## src/rtl/bcx_pkg.sv

```systemverilog
package bcx_pkg;

  localparam int WORD_W = 16;

  localparam logic [WORD_W-1:0] OPC_MSG_WAIT = 16'h0015;
  localparam logic [WORD_W-1:0] OPC_MSG_GO   = 16'h001A;
  localparam logic [WORD_W-1:0] OPC_NOP      = 16'h0000;

  typedef enum logic [3:0] {
    ST_FETCH_OP,
    ST_FETCH_PARAM,
    ST_READ_TIMER,
    ST_START_MSG,
    ST_WAIT_DONE,
    ST_WRITEBACK,
    ST_WAIT_TIMER,
    ST_NEXT,
    ST_HALT
  } seq_state_e;

endpackage

```

## src/rtl/bcx_rst_sync.sv

```systemverilog
module bcx_rst_sync (
  input  logic clk,
  input  logic rst_n,
  output logic rst_n_sync
);

  logic [1:0] sync_q;

  always_ff @(posedge clk or negedge rst_n) begin
    if (!rst_n) sync_q <= 2'b00;
    else        sync_q <= {sync_q[0], 1'b1};
  end

  assign rst_n_sync = sync_q[1];

endmodule

```

## src/rtl/bcx_ttn_timer.sv

```systemverilog
module bcx_ttn_timer #(
  parameter int TTN_W = 16
) (
  input  logic             clk,
  input  logic             rst_n,
  input  logic             load_i,
  input  logic [TTN_W-1:0] load_val_i,
  input  logic             tick_i,
  output logic [TTN_W-1:0] count_o,
  output logic             zero_o
);

  logic [TTN_W-1:0] cnt_q;
  logic [TTN_W-1:0] cnt_d;
  logic             cnt_en;
  logic             load_nz;

  assign load_nz = load_i && (load_val_i != '0);
  assign zero_o  = (cnt_q == '0);

  always_comb begin
    cnt_en = 1'b0;
    cnt_d  = cnt_q;
    if (load_nz) begin
      cnt_en = 1'b1;
      cnt_d  = load_val_i;
    end else if (tick_i && !zero_o) begin
      cnt_en = 1'b1;
      cnt_d  = cnt_q - TTN_W'(1);
    end
  end

  always_ff @(posedge clk or negedge rst_n) begin
    if (!rst_n)      cnt_q <= '0;
    else if (cnt_en) cnt_q <= cnt_d;
  end

  assign count_o = cnt_q;

endmodule

```

## src/rtl/bcx_seq_fsm.sv

```systemverilog
module bcx_seq_fsm
  import bcx_pkg::*;
#(
  parameter int ADDR_W        = 16,
  parameter int TTN_W         = 16,
  parameter int FLIP_BIT      = 4,
  parameter int TTN_WORD_OFFS = 3
) (
  input  logic              clk,
  input  logic              rst_n,
  output logic [ADDR_W-1:0] mem_addr,
  output logic              mem_we,
  output logic [WORD_W-1:0] mem_wdata,
  input  logic [WORD_W-1:0] mem_rdata,
  output logic              msg_start,
  output logic [ADDR_W-1:0] msg_blk_addr,
  input  logic              msg_done,
  input  logic              cond_code,
  input  logic              timer_zero,
  output logic              timer_load,
  output logic [TTN_W-1:0]  timer_load_val,
  output logic              err_halt
);

  localparam logic [ADDR_W-1:0] FLIP_MASK = ADDR_W'(1) << FLIP_BIT;
  localparam logic [ADDR_W-1:0] TTN_OFFS  = ADDR_W'(TTN_WORD_OFFS);

  seq_state_e        state_q, state_d;
  logic [ADDR_W-1:0] ip_q, ip_d;
  logic [ADDR_W-1:0] blk_q, blk_d;
  logic              wait_var_q, wait_var_d;
  logic              two_word_q, two_word_d;
  logic              regs_en;

  // next-state and datapath decisions
  always_comb begin
    state_d    = state_q;
    ip_d       = ip_q;
    blk_d      = blk_q;
    wait_var_d = wait_var_q;
    two_word_d = two_word_q;
    msg_start  = 1'b0;
    timer_load = 1'b0;
    mem_we     = 1'b0;
    unique case (state_q)
      ST_FETCH_OP: state_d = ST_FETCH_PARAM;
      ST_FETCH_PARAM: begin
        if (mem_rdata == OPC_MSG_WAIT) begin
          wait_var_d = 1'b1;
          two_word_d = 1'b1;
          state_d    = ST_READ_TIMER;
        end else if (mem_rdata == OPC_MSG_GO) begin
          wait_var_d = 1'b0;
          two_word_d = 1'b1;
          state_d    = ST_READ_TIMER;
        end else if (mem_rdata == OPC_NOP) begin
          two_word_d = 1'b0;
          state_d    = ST_NEXT;
        end else begin
          state_d = ST_HALT;
        end
      end
      ST_READ_TIMER: begin
        blk_d   = mem_rdata[ADDR_W-1:0];
        state_d = ST_START_MSG;
      end
      ST_START_MSG: begin
        if (timer_zero) begin
          msg_start  = 1'b1;
          timer_load = 1'b1;
          state_d    = ST_WAIT_DONE;
        end
      end
      ST_WAIT_DONE: begin
        if (msg_done) begin
          if (cond_code)       state_d = ST_WRITEBACK;
          else if (wait_var_q) state_d = ST_WAIT_TIMER;
          else                 state_d = ST_NEXT;
        end
      end
      ST_WRITEBACK: begin
        mem_we  = 1'b1;
        state_d = wait_var_q ? ST_WAIT_TIMER : ST_NEXT;
      end
      ST_WAIT_TIMER: begin
        if (timer_zero) state_d = ST_NEXT;
      end
      ST_NEXT: begin
        ip_d    = ip_q + (two_word_q ? ADDR_W'(2) : ADDR_W'(1));
        state_d = ST_FETCH_OP;
      end
      default: state_d = ST_HALT;
    endcase
  end

  // RAM address selection by phase
  always_comb begin
    unique case (state_q)
      ST_FETCH_PARAM, ST_WRITEBACK: mem_addr = ip_q + ADDR_W'(1);
      ST_READ_TIMER:                mem_addr = mem_rdata[ADDR_W-1:0] + TTN_OFFS;
      ST_START_MSG:                 mem_addr = blk_q + TTN_OFFS;
      default:                      mem_addr = ip_q;
    endcase
  end

  assign regs_en = (state_q != ST_HALT);

  always_ff @(posedge clk or negedge rst_n) begin
    if (!rst_n) begin
      state_q    <= ST_FETCH_OP;
      ip_q       <= '0;
      blk_q      <= '0;
      wait_var_q <= 1'b0;
      two_word_q <= 1'b0;
    end else if (regs_en) begin
      state_q    <= state_d;
      ip_q       <= ip_d;
      blk_q      <= blk_d;
      wait_var_q <= wait_var_d;
      two_word_q <= two_word_d;
    end
  end

  assign mem_wdata      = WORD_W'(blk_q ^ FLIP_MASK);
  assign msg_blk_addr   = blk_q;
  assign timer_load_val = mem_rdata[TTN_W-1:0];
  assign err_halt       = (state_q == ST_HALT);

endmodule

```

## src/rtl/bcx_msg_sequencer.sv

```systemverilog
module bcx_msg_sequencer
  import bcx_pkg::*;
#(
  parameter int               ADDR_W        = 16,
  parameter int               TTN_W         = 16,
  parameter int               REG_AW        = 8,
  parameter logic [REG_AW-1:0] TTN_REG_ADDR = 8'h36,
  parameter int               FLIP_BIT      = 4,
  parameter int               TTN_WORD_OFFS = 3
) (
  input  logic              clk,
  input  logic              rst_n,
  input  logic              tick_1us,
  output logic [ADDR_W-1:0] mem_addr,
  output logic              mem_we,
  output logic [15:0]       mem_wdata,
  input  logic [15:0]       mem_rdata,
  output logic              msg_start,
  output logic [ADDR_W-1:0] msg_blk_addr,
  input  logic              msg_done,
  input  logic              cond_code,
  input  logic [REG_AW-1:0] reg_addr,
  output logic [15:0]       reg_rdata,
  output logic              err_halt
);

  logic             rst_n_int;
  logic             timer_zero;
  logic             timer_load;
  logic [TTN_W-1:0] timer_load_val;
  logic [TTN_W-1:0] ttn_cnt;

  bcx_rst_sync u_rst_sync (
    .clk        (clk),
    .rst_n      (rst_n),
    .rst_n_sync (rst_n_int)
  );

  bcx_seq_fsm #(
    .ADDR_W        (ADDR_W),
    .TTN_W         (TTN_W),
    .FLIP_BIT      (FLIP_BIT),
    .TTN_WORD_OFFS (TTN_WORD_OFFS)
  ) u_fsm (
    .clk            (clk),
    .rst_n          (rst_n_int),
    .mem_addr       (mem_addr),
    .mem_we         (mem_we),
    .mem_wdata      (mem_wdata),
    .mem_rdata      (mem_rdata),
    .msg_start      (msg_start),
    .msg_blk_addr   (msg_blk_addr),
    .msg_done       (msg_done),
    .cond_code      (cond_code),
    .timer_zero     (timer_zero),
    .timer_load     (timer_load),
    .timer_load_val (timer_load_val),
    .err_halt       (err_halt)
  );

  bcx_ttn_timer #(
    .TTN_W (TTN_W)
  ) u_timer (
    .clk        (clk),
    .rst_n      (rst_n_int),
    .load_i     (timer_load),
    .load_val_i (timer_load_val),
    .tick_i     (tick_1us),
    .count_o    (ttn_cnt),
    .zero_o     (timer_zero)
  );

  always_comb begin
    if (reg_addr == TTN_REG_ADDR) reg_rdata = WORD_W'(ttn_cnt);
    else                          reg_rdata = '0;
  end

endmodule

```

## config.mk

```make
export PLATFORM = sky130hd
export DESIGN_NAME = bcx_msg_sequencer
export DESIGN_NICKNAME = d
export VERILOG_FILES = /design/src/rtl/bcx_pkg.sv /design/src/rtl/bcx_rst_sync.sv /design/src/rtl/bcx_ttn_timer.sv /design/src/rtl/bcx_seq_fsm.sv /design/src/rtl/bcx_msg_sequencer.sv
export SDC_FILE = /design/constraint.sdc
export NUM_CORES = 1
export LEC_CHECK = 0
export BUFFER_PORTS_ARGS = -buffer_cell sky130_fd_sc_hd__buf_2
export CAP_MARGIN = 20
export CELL_PAD_IN_SITES_DETAIL_PLACEMENT = 2
export CELL_PAD_IN_SITES_GLOBAL_PLACEMENT = 2
export CORE_UTILIZATION = 33
export CTS_CLUSTER_DIAMETER = 120
export DETAILED_ROUTE_END_ITERATION = 7
export GPL_ROUTABILITY_DRIVEN = 0
export PLACE_DENSITY_LB_ADDON = 0.08
export SLEW_MARGIN = 30
export SYNTH_ARGS = -nofsm -noshare
export SYNTH_HDL_FRONTEND = slang
export SYNTH_SLANG_ARGS = --single-unit
```

## constraint.sdc

```tcl
create_clock -name clk -period 4.5 [get_ports clk]
set_input_delay 1.125 -clock clk [delete_from_list [all_inputs] [get_ports clk]]
set_output_delay 1.125 -clock clk [all_outputs]
set_load 0.02 [all_outputs]
```

# Yosys cells after proc, flatten, opt, wreduce, memory -nomap -nowiden
# Cells that the tools add are included.
# totals
inputBits	29
regBits	56
wordCells	69
# classes
mux	24
eq_ne	15
bitwise	1
addsub	5
reduce_logical	17
# ops
cell	count
$mux W16	3
$pmux W16 S3	1
$add A16 B2 Y16 const B	2
$eq A16 B5 Y1 const B	2
$logic_not A16 Y1	2
$pmux W4 S8	1
$mux W4	7
$add A16 B1 Y16 const B	1
$add A16 B16 Y16	1
$eq A4 B3 Y1 const B	4
$reduce_bool A16 Y1	1
$sub A16 B1 Y16 const B	1
$mux W1	11
$eq A4 B2 Y1 const B	2
$eq A8 B6 Y1 const B	1
$reduce_and A2 Y1	3
$reduce_and A3 Y1	2
$eq A4 B1 Y1 const B	1
$eq A4 B4 Y1 const B	1
$logic_not A4 Y1	1
$ne A2 B1 Y1 const B	2
$ne A4 B4 Y1 const B	1
$reduce_and A4 Y1	1
$reduce_bool A2 Y1	2
other kinds (7)	8

# Longest topological paths before layout
# Gate-level depths: netlist (run 1).
# depth
depth_word	6
depth_mapped	10
mapped_depth_nobuf	8

# Cells and area by module
# Synthesis (run 1) repeated with hierarchy kept, for this count alone.
# hier_totals
cells_unflattened	517
hier_area_um2	4424.2
# modules_own_cells
mod	cells_per_inst	area_per_inst_um2	instances
bcx_seq_fsm	362	3098.0	1
bcx_ttn_timer	115	1021.0	1
bcx_msg_sequencer	37	251.5	1
bcx_rst_sync	3	53.8	1

# Worst setup path before layout (run 1)
# OpenSTA, ideal clock, no wires.
# synth_timing
path_type	in2out
startpoint	in mem_rdata[2]
endpoint	out mem_addr[11]
setup_slack_ps	552
t_required_ps	3375
t_arrival_ps	2823
path_stages	6
cell_sequence	clkbuf_1 nand4_1 nor3_1 o22ai_1 and3_1 o31ai_1
# synth_between
elab_chain_cells	2
# synth_rtl
element	line_no	source
start: declaration	bcx_msg_sequencer.sv:17	input logic [15:0] mem_rdata,
$add A16 B2 Y16	bcx_seq_fsm.sv:100	ST_READ_TIMER: mem_addr = mem_rdata[ADDR_W-1:0] + TTN_OFFS;
$pmux W16 S3	bcx_seq_fsm.sv:98	unique case (state_q)
end: declaration	bcx_msg_sequencer.sv:14	output logic [ADDR_W-1:0] mem_addr,
# Every way passes these cells.

# Worst setup path in the final report (run 1)
# layout_timing
startpoint	reg u_fsm.state_q[3]
endpoint	out mem_addr[6]
# layout_between
elab_chain_cells	3
word_cells_on_any_way	6
cone_classes	eq/ne: 4; mux: 1; reduce/logical: 1
# layout_rtl
element	line_no	source
start: declaration	bcx_seq_fsm.sv:28	seq_state_e state_q, state_d;
start signal: assignment	bcx_seq_fsm.sv:116	state_q <= state_d;
$eq A4 B1 Y1 or $eq A4 B3 Y1 (tied branches)	bcx_seq_fsm.sv:98	
$reduce_or A2 Y1	bcx_seq_fsm.sv:98	
$pmux W16 S3 *	bcx_seq_fsm.sv:98	
# Every way passes the cells marked *; elsewhere a longest branch is shown, timed or not.

==> flow_summary.yaml, run 1 <==
run_status:
  outcome: "completed"
setup_path:
  start_kind: "register"
  critPathArrivalTime_ns: 2.97
  critPathMaxStageDelay_ns: 0.62
  crit_required_ns: 3.38
  worstSetupEndpointType: "output pin"
  rrSetupSlack_ns: 1.83
  cp_slowest_cell: "and4bb_2"
  r2r-end: "u_timer.count_o[1]$_DFFE_PN0P_"
  reg2reg_depth: 7
  path_cells: "and4bb_2, mux2i_1, ha_1, nor2_1, xnor2_1, a211o_1, buf_2"
  cp_max_fo: 13
  reg2reg_from: "u_timer.count_o[0]$_DFFE_PN0P_"
  crit_type: "register to output pin"
yosys:
  postSynth.asyncResetShare_pct: 100
  synth_area_um2: 4240
  synth-seq-area-share_pct: 33.0
  syn_nets: 516
  synth_edf_count: 0
  synthFlopType: "dfrtp_1"
  syn_area_per_cell_um2: 8.83
  yosys_warnings: 0
  synth_seq_cells: 56
  synth.distinct_cells: 68
  synth_cells: 480
cells_and_area:
  final_core_util_pct: 39.2
  area.growth.synth_to_final_pct: 16.3
  instances_no_fill: 719
  layout-drive-gt1-share_pct: 26.7
  final_common_cell: "buf_2"
  diodes: 0
  final_cell_mix: "95 x buf_2, 55 x dfrtp_1, 44 x nand2_1, 29 x nor2_1, 24 x nand3_1"
  layout.nets: 582
clock_tree:
  cts.path.max_buffers: 2
  insertion_delay_ns: 0.31
  cts.sinks: 56
  numCtsBuffers: 5
  ctsHoldBuffers: 0
  clk_pin_slew_ns: 0.08
  cts_tree: "done"
  clockRootBuffer: "clkbuf_16"
  post_cts_buffers: 0
  h-tree-depth: 2
  cts_resized: 0
global_route:
  grt_pass1_vias: 4139
  grt-ovfl-total: 0
  grt_antenna_before_repair: 0
  track_usage_pct: 22.0
  grt_max_degree: 55
  grt_pass1_wl_mm: 22.6
floorplan:
  fp.coreArea_um2: 12600
  dieWidth_um: 115
  dieArea_um2: 13300
  ios: 96
  start_util_pct: 33.7
  row_count: 41
  die_height_um: 115
placed_design:
  hpwl_mm: 10.7
  place_inst: 711
  port_buffers: 95
power_and_ir_drop:
  ir_worst_vdd_uv: 204
  p_leak_nw: 2.37
  powerDensity_nw_per_um2: 289
  p_total_mw: 1.43
min_path:
  min_from: "u_rst_sync.sync_q[0]$_DFF_PN0_"
  hold_depth: 0
  worstHoldEndpoint: "u_rst_sync.sync_q[1]$_DFF_PN0_"
  hold_path_class: "register to register"
sta:
  tightest_slew_ns: 0.750
  rsz0062_at_grt: "false"
  drv_slew: 0
  clock_skew_ns: 0.00756
  fin_crit_sh_pct: 91.0
  max_freq_mhz: 244
  timing.final.hold_violations: 0
  maxSlewHeadroom_pct: 50.0
  setup_viol: 0
  final.min_clock_period_ns: 4.09
  setup_tns_ns: 0
drt:
  drc: 0
  wire_per_inst_um: 19.4
  drt-vias-per-instance: 5.40
  dr_total_vias: 3885
  dr.pass1.iters: 4
  wirelength_mm: 13.9
  ant_nets: 0
  drt_iter0_markers: 138
job:
  max-cap-violations: 0
[cell type report]
cell class | count | area (um^2)
fillers | 1426 | 7640
multi-input cells | 365 | 2540
flip-flops and latches | 56 | 1400
repair buffers | 105 | 551
well taps | 172 | 215
clock buffers | 5 | 125
inverters | 13 | 48.8
clock inverters | 3 | 47.5
[kinds of logic after synthesis]
logic type / count (synthesis) / synth area share [%]
xor gates and xnor gates: 40 / 8.26
buffers and inverters: 59 / 7.20
other: 1 / 0.0884
DFF: 56 / 33.0
adders and majority gates: 7 / 2.24
and+or+nand+nor: 206 / 27.5
AOI/OAI and AO/OA: 77 / 13.2
muxes: 34 / 8.47
[per-stage QoR]
step,cell area [um^2],worst slack [ns],hold slack [ns]
final,4930,0.407,0.359
after global routing,4930,0.241,0.367
after CTS,4930,0.397,0.366
after detailed placement,4760,0.669,0.346
after global placement,4760,0.683,0.337
after floorplan,4240,0.552,0.331
[sequential cells by signal (all words and copies together), names as in the netlist]
register and flops:
u_fsm.state_q 4, u_fsm.wait_var_q 1, u_fsm.msg_blk_addr 16, u_fsm.ip_q 16
u_fsm.two_word_q 1, u_rst_sync.sync_q 2, u_timer.count_o 16
[layer usage]
layer / global-route usage (%) / up-vias / part of all wire, %
li1: - / 1855 / -
met5: 0 / - / 0
met4: 5.63 / 0 / 1.0
met2: 37.5 / 74 / 49
met3: 2.90 / 9 / 2.8
met1: 29.4 / 1947 / 47
[cells in the mapped netlist (14+ instances only)]
master / number / area share (%)
nand4_1: 14 / 2.1
nor3_1: 16 / 1.9
nand2_1: 44 / 3.9
xnor2_1: 20 / 4.1
dfrtp_1: 56 / 33
buf_4: 15 / 2.7
mux2_2: 15 / 4.0
nor2_1: 29 / 2.6
mux2i_1: 19 / 4.5
clkbuf_1: 21 / 1.9
nand3_1: 24 / 2.8
xor2_1: 20 / 4.1
and2_1: 18 / 2.7
[where the power goes]
group / internal, mW / switching [mW]
clock: 0.265 / 0.205
sequential: 0.567 / 0.0857
combinational: 0.139 / 0.166
total: 0.971 / 0.456
[worst max-delay path, delay by kind of cell (launching register included)]
| family | cells | cell delay (ns) |
|---|---|---|
| simple gates | 2 | 0.72 |
| buf+inv | 1 | 0.16 |
| mux | 1 | 0.38 |
| compound gates | 1 | 0.31 |
| xor+xnor | 1 | 0.17 |
| fa+ha+maj | 1 | 0.40 |
| flops | 1 | 0.52 |
[worst max-delay path by stage]
stage | start | to | slack [ns] | cells after the start
6_report | u_fsm.state_q[3]$_DFFE_PN0P_ | mem_addr[6] | 0.41 | 7
5_1_grt | u_fsm.state_q[3]$_DFFE_PN0P_ | mem_addr[6] | 0.24 | 7
4_1_cts | u_fsm.state_q[3]$_DFFE_PN0P_ | mem_addr[6] | 0.40 | 7
3_5_place_dp | mem_rdata[2] | mem_addr[15] | 0.67 | 8
3_3_place_gp | mem_rdata[2] | mem_addr[15] | 0.68 | 8
2_1_floorplan | mem_rdata[2] | mem_addr[11] | 0.55 | 6
Power figures use the tool's default switching activity.
==> run 2: changes to the inputs <==
--- a/config.mk
+++ b/config.mk
@@ -14,5 +14,5 @@
 export DETAILED_ROUTE_END_ITERATION = 7
 export GPL_ROUTABILITY_DRIVEN = 0
-export PLACE_DENSITY_LB_ADDON = 0.08
+export PLACE_DENSITY = 0.92
 export SLEW_MARGIN = 30
 export SYNTH_ARGS = -nofsm -noshare
==> constraint.sdc (replaced) <==
create_clock -name clk -period 4.5 [get_ports clk]
set_input_delay 0.45 -clock clk [delete_from_list [all_inputs] [get_ports clk]]
set_output_delay 0.45 -clock clk [all_outputs]
set_load 0.02 [all_outputs]
==> run 2 against run 1 <==
  * Register-to-register slack worse by 0.08 ns
  * Clock skew up 0.0051 ns
  * First-iteration DRC count grew 48%
  * Critical path depth unchanged
  * Maximum frequency is 10% higher
  * Wire length is 7.9% higher
  * Final area fell by 0.63%
  * Flip-flop and latch count is the same
  * Critical endpoint unchanged
  * Global-route usage rose by 1.4 points
==> flow_summary.yaml, run 2 (same netlist as run 1, synthesis figures left out) <==
cells_and_area:
  register_area_um2: 1400
  layout-drive-gt1-share_pct: 25.8
  layout.nets: 577
  fillCellCount: 1430
  final_cell_mix: "95 x buf_2, 55 x dfrtp_1, 44 x nand2_1, 29 x nor2_1, 24 x nand3_1"
  area.growth.synth_to_final_pct: 15.5
  diodes: 0
  multi_input_area_um2: 2550
  final_common_cell: "buf_2"
global_route:
  grt_pass1_vias: 4270
  grt_pass1_wl_mm: 23.7
  grt-ovfl-total: 0
  grt_max_degree: 55
  track_usage_pct: 23.4
  grt_antenna_before_repair: 0
power_and_ir_drop:
  p_leak_nw: 2.34
  powerDensity_nw_per_um2: 296
  clkPwrFrac_pct: 32.1
  combinationalPowerShare_pct: 22.4
  intPower_uw: 968
  switchingPower_uw: 483
  seqPwrFrac_pct: 45.5
  ir_worst_vdd_uv: 208
  netSwitchingFraction_pct: 33.3
  p_total_mw: 1.45
sta:
  fin_crit_sh_pct: 82.4
  setup_viol: 0
  tightest_slew_ns: 0.812
  drv_slew: 0
  final.min_clock_period_ns: 3.71
  timing.final.hold_violations: 0
  rsz0062_at_grt: "false"
  max_freq_mhz: 270
  setup_tns_ns: 0
  maxSlewHeadroom_pct: 45.4
  clock_skew_ns: 0.0126
setup_path:
  critPathMaxStageDelay_ns: 0.78
  cp_max_fo: 27
  critical_path_buf_inv_count: 1
  cp_slowest_cell: "and4bb_2"
  crit_type: "register to output pin"
  path_cells: "and4bb_2, mux2i_1, ha_1, nor2_1, xnor2_1, a211o_1, buf_2"
  path_delay_family: "simple AND/OR/NAND/NOR gates"
  crit_required_ns: 4.05
  worstSetupEndpointType: "output pin"
  critPathArrivalTime_ns: 3.26
  start_kind: "register"
clock_tree:
  cts.path.max_buffers: 2
  ctsHoldBuffers: 1
  clockRootBuffer: "clkbuf_16"
  insertion_delay_ns: 0.30
  cts_tree: "done"
  post_cts_buffers: 0
  h-tree-depth: 2
  cts.sinks: 56
  clk_pin_slew_ns: 0.08
  cts_resized: 0
  numCtsBuffers: 5
drt:
  wirelength_mm: 15.0
  ant_nets: 0
  drc: 0
  dr.pass1.iters: 4
  dr_total_vias: 4008
  drt-vias-per-instance: 5.61
  drt_iter0_markers: 204
  wire_per_inst_um: 21.0
floorplan:
  fp.coreArea_um2: 12600
  dieArea_um2: 13300
  dieWidth_um: 115
  start_util_pct: 33.7
  ios: 96
  die_height_um: 115
  row_count: 41
job:
  max-cap-violations: 0
placed_design:
  hpwl_mm: 11.1
  port_buffers: 95
run_status:
  outcome: "completed"
min_path:
  hold_path_class: "register to register"
-- run 2: final cells by class --
type / instances / area share [%]
Timing Repair Buffer: 100 / 10.5
Tap cell: 172 / 4.39
Inverter: 13 / 0.996
Clock inverter: 3 / 0.868
Sequential cell: 56 / 28.6
Multi-Input combinational cell: 365 / 52.0
Clock buffer: 5 / 2.55
-- run 2: layer usage --
| layer | track usage, % | routed length, um | up-vias |
|---|---|---|---|
| met2 | 40.6 | 7560 | 109 |
| met1 | 30.0 | 6640 | 2034 |
| met5 | 0 | 0 | - |
| met3 | 2.69 | 492 | 22 |
| met4 | 8.14 | 319 | 0 |
| li1 | - | - | 1843 |
-- run 2: worst paths after layout --
check / from / to / slack, ns / cells after the start
setup / recovery: u_fsm.state_q[1]$_DFFE_PN0P_ / mem_addr[6] / 0.79 / 7
setup reg to reg: u_timer.count_o[0]$_DFFE_PN0P_ / u_timer.count_o[0]$_DFFE_PN0P_ / 1.75 / 7
hold / removal: u_rst_sync.sync_q[0]$_DFF_PN0_ / u_rst_sync.sync_q[1]$_DFF_PN0_ / 0.37 / 0
min in group asynchronous: u_rst_sync.sync_q[1]$_DFF_PN0_ / u_timer.count_o[13]$_DFFE_PN0P_ / 0.42 / 1
hold reg to reg: u_rst_sync.sync_q[0]$_DFF_PN0_ / u_rst_sync.sync_q[1]$_DFF_PN0_ / 0.37 / 0
max in group asynchronous: u_rst_sync.sync_q[1]$_DFF_PN0_ / u_fsm.state_q[3]$_DFFE_PN0P_ / 3.59 / 1
-- run 2: power groups by stage --
| stage | combinational (mW) | sequential, mW | clock (mW) |
|---|---|---|---|
| after floorplan | 0.230 | 0.640 | 0 |
| after global placement | 0.287 | 0.662 | 0 |
| after detailed placement | 0.312 | 0.665 | 0 |
| after CTS | 0.326 | 0.659 | 0.468 |
| after global routing | 0.355 | 0.672 | 0.483 |
| final | 0.326 | 0.660 | 0.465 |
-- run 2: per-stage QoR --
step	util, %	cells	setup slack [ns]	hold slack (ns)	instance area [um^2]
detailed placement	37.5	705	1.13	0.236	4710
global route	39.0	714	0.635	0.374	4900
global placement	37.5	705	1.34	0.235	4710
finish	39.0	714	0.790	0.365	4900
CTS	38.9	714	0.800	0.369	4890
floorplan	-	480	1.49	0.154	4240
==> run 3: changes to the inputs <==
- ABC_AREA: not set -> 1
- CORE_UTILIZATION: 33 -> 30
- clock period: 4.5 -> 3.7 ns (I/O delays scaled with it)
==> run 3 against run 2 <==
  * The flow now finishes with violations (DRC)
  * Final cell count is 33% higher
  * Power is 32% higher
  * Hold slack lost 0.053 ns
  * Non-clock buffer count stayed put
  * Synthesized area up 6.9%
  * Critical path type unchanged
  * Highest routed layer unchanged
==> flow_summary.yaml, run 3 <==
power_and_ir_drop:
  p_total_mw: 1.92
  powerDensity_nw_per_um2: 367
  p_leak_nw: 2.61
  ir_worst_vdd_uv: 187
global_route:
  grt-ovfl-total: 0
  grt_antenna_before_repair: 0
  track_usage_pct: 23.9
  grt_pass1_vias: 5447
  grt_max_degree: 43
  grt_pass1_wl_mm: 29.3
sta:
  rsz0062_at_grt: "false"
  tightest_slew_ns: 0.660
  drv_slew: 0
  setup_tns_ns: 0
  max_freq_mhz: 293
  worst_slack_ns: 0.285
  timing.final.hold_violations: 0
  fin_crit_sh_pct: 92.3
  setup_viol: 0
  clock_skew_ns: 0.00886
  maxSlewHeadroom_pct: 55.9
  hold_slack_ns: 0.312
  final.min_clock_period_ns: 3.41
drt:
  dr.pass1.iters: 8
  dr_total_vias: 5006
  wirelength_mm: 17.8
  drt-vias-per-instance: 5.26
  drt_iter0_markers: 235
  drt-met1-wl_mm: 8.01
  wl_met3_um: 629
  top_layer_used: "met4"
  ant_nets: 0
  wl_met2_mm: 8.68
  wire_per_inst_um: 18.7
  drc: 14
yosys:
  synth_most_common_cell: "nand2_1"
  synth_xor_area_share_pct: 3.67
  synth.distinct_cells: 37
  synth_area_um2: 4530
  synth-seq-area-share_pct: 30.9
  synthTopCellsByArea: "dfrtp_1 31%, nand2_1 16%, nand3_1 7.4%, inv_1 7.0%, nor2_1 6.3%"
  synth_top_family_by_area: "simple AND/OR/NAND/NOR gates"
  synth_cells: 693
  postSynth.asyncResetShare_pct: 100
  synthAdderAreaFrac_pct: 2.10
  syn_area_per_cell_um2: 6.54
  syn_nets: 729
  synth_top_area_cell: "dfrtp_1"
  synthFlopType: "dfrtp_1"
  muxShareOfSynthArea_pct: 0
  synth_compound_area_share_pct: 10.9
  synth_seq_cells: 56
  netlist.area_leader.share_pct: 30.9
  synthTopCellsByCount: "188 x nand2_1, 84 x inv_1, 76 x nor2_1"
  yosys_warnings: 0
  yosys.area_share.simple_pct: 40.0
  synth_edf_count: 0
setup_path:
  start_kind: "register"
  crit_required_ns: 3.33
  critical_path_buf_inv_count: 2
  crit_type: "register to output pin"
  path_delay_family: "simple AND/OR/NAND/NOR gates"
  worstSetupStartpoint: "u_fsm.state_q[3]$_DFFE_PN0P_"
  cp_max_fo: 31
  critPathMaxStageDelay_ns: 0.49
  reg2reg_from: "u_timer.count_o[0]$_DFFE_PN0P_"
  crit_top_cell: "nand2_1"
  worstSetupEndpointType: "output pin"
  path_cells: "nor2_4, nand2_4, nand2_1, nand2_1, ha_1, inv_1, nand3_2, nor2_2, nand3_1, nand2_1, nand3_1, nand2_1, buf_2"
  critPathArrivalTime_ns: 3.04
  cp_slowest_cell: "dfrtp_1"
cells_and_area:
  layout-drive-gt1-share_pct: 18.9
  diodes: 0
  fin_area_um2: 5230
  instances_no_fill: 952
  final_cell_mix: "188 x nand2_1, 95 x buf_2, 84 x inv_1, 76 x nor2_1, 67 x nand3_1"
  final_core_util_pct: 35.7
  layout.nets: 804
  final_common_cell: "nand2_1"
  area.growth.synth_to_final_pct: 15.4
floorplan:
  die_height_um: 125
  fp.coreArea_um2: 14600
  row_count: 44
  dieArea_um2: 15600
  dieWidth_um: 125
  start_util_pct: 30.9
  ios: 96
clock_tree:
  insertion_delay_ns: 0.31
  cts.sinks: 56
  cts_tree: "done"
  cts_resized: 0
  clockRootBuffer: "clkbuf_16"
  h-tree-depth: 2
  numCtsBuffers: 5
  cts.path.max_buffers: 2
  clk_pin_slew_ns: 0.08
run_status:
  outcome: "complete, but fails checks"
  violations: "DRC"
placed_design:
  port_buffers: 95
  hpwl_mm: 14.0
  place_inst: 944
  place_ws_ns: 0.640
  post_dp_cell_area_um2: 5060
job:
  max-cap-violations: 0
min_path:
  hold_path_class: "input port to register"
  min_from: "mem_rdata[10]"
==> run 3: cell count changes after synthesis, sizes merged, moves of 16 or more <==
cell    delta
nand2    +156
inv       +76
nor2      +63
nand3     +45
o21ai     +37
and2      -19
mux2i     -19
xnor2     -17
clkbuf    -16
==> run 3: layout make-up <==
cell class	instances	area, um^2
Clock buffer	6	129
Inverter	92	347
Sequential cell	56	1410
Tap cell	184	230
Clock inverter	1	30.0
Multi-Input combinational cell	513	2570
Timing Repair Buffer	100	515
Fill cell	1820	9420
==> run 3: path summary, 6_finish.rpt <==
path | endpoint | cells after the start | slack (ns)
worst max register to register | u_timer.count_o[11]$_DFFE_PN0P_ | 10 | 1.11
worst max-delay path | mem_addr[12] | 13 | 0.29
worst min-delay path | u_fsm.msg_blk_addr[10]$_DFFE_PN0P_ | 3 | 0.31
worst min register to register | u_rst_sync.sync_q[1]$_DFF_PN0_ | 0 | 0.36
min in group asynchronous | u_rst_sync.sync_q[1]$_DFF_PN0_ | 2 | 0.36
max in group asynchronous | u_fsm.msg_blk_addr[12]$_DFFE_PN0P_ | 1 | 2.69
==> run 3: cells by family after synthesis <==
logic type	after synthesis
DFF	56
buffers and inverters	124
other	1
adders and majority gates	7
and+or+nand+nor	401
xor gates and xnor gates	19
AOI/OAI and AO/OA	85
==> run 3: routing by layer <==
layer,track usage (%),up-vias
met5,0,-
met2,41.4,96
li1,-,2372
met1,30.5,2510
met3,3.35,28
met4,8.18,0
==> run 3: timing repair <==
action,in CTS,in global routing
setup buffers,0,0
hold buffers,1,0
hold endpoints to repair,2,0
==> run 3: report_power, final <==
group / internal, mW / switching (mW)
clock network: 0.318 / 0.249
registers: 0.685 / 0.0935
logic: 0.183 / 0.388
==> run 3: worst register-to-register path, delay by kind of cell, from the launching register on <==
kind / cells / cell delay, ns
and+or+nand+nor: 6 / 1.51
DFF: 1 / 0.36
buffers and inverters: 2 / 0.24
adders and majority gates: 1 / 0.24
AOI/OAI and AO/OA: 1 / 0.16
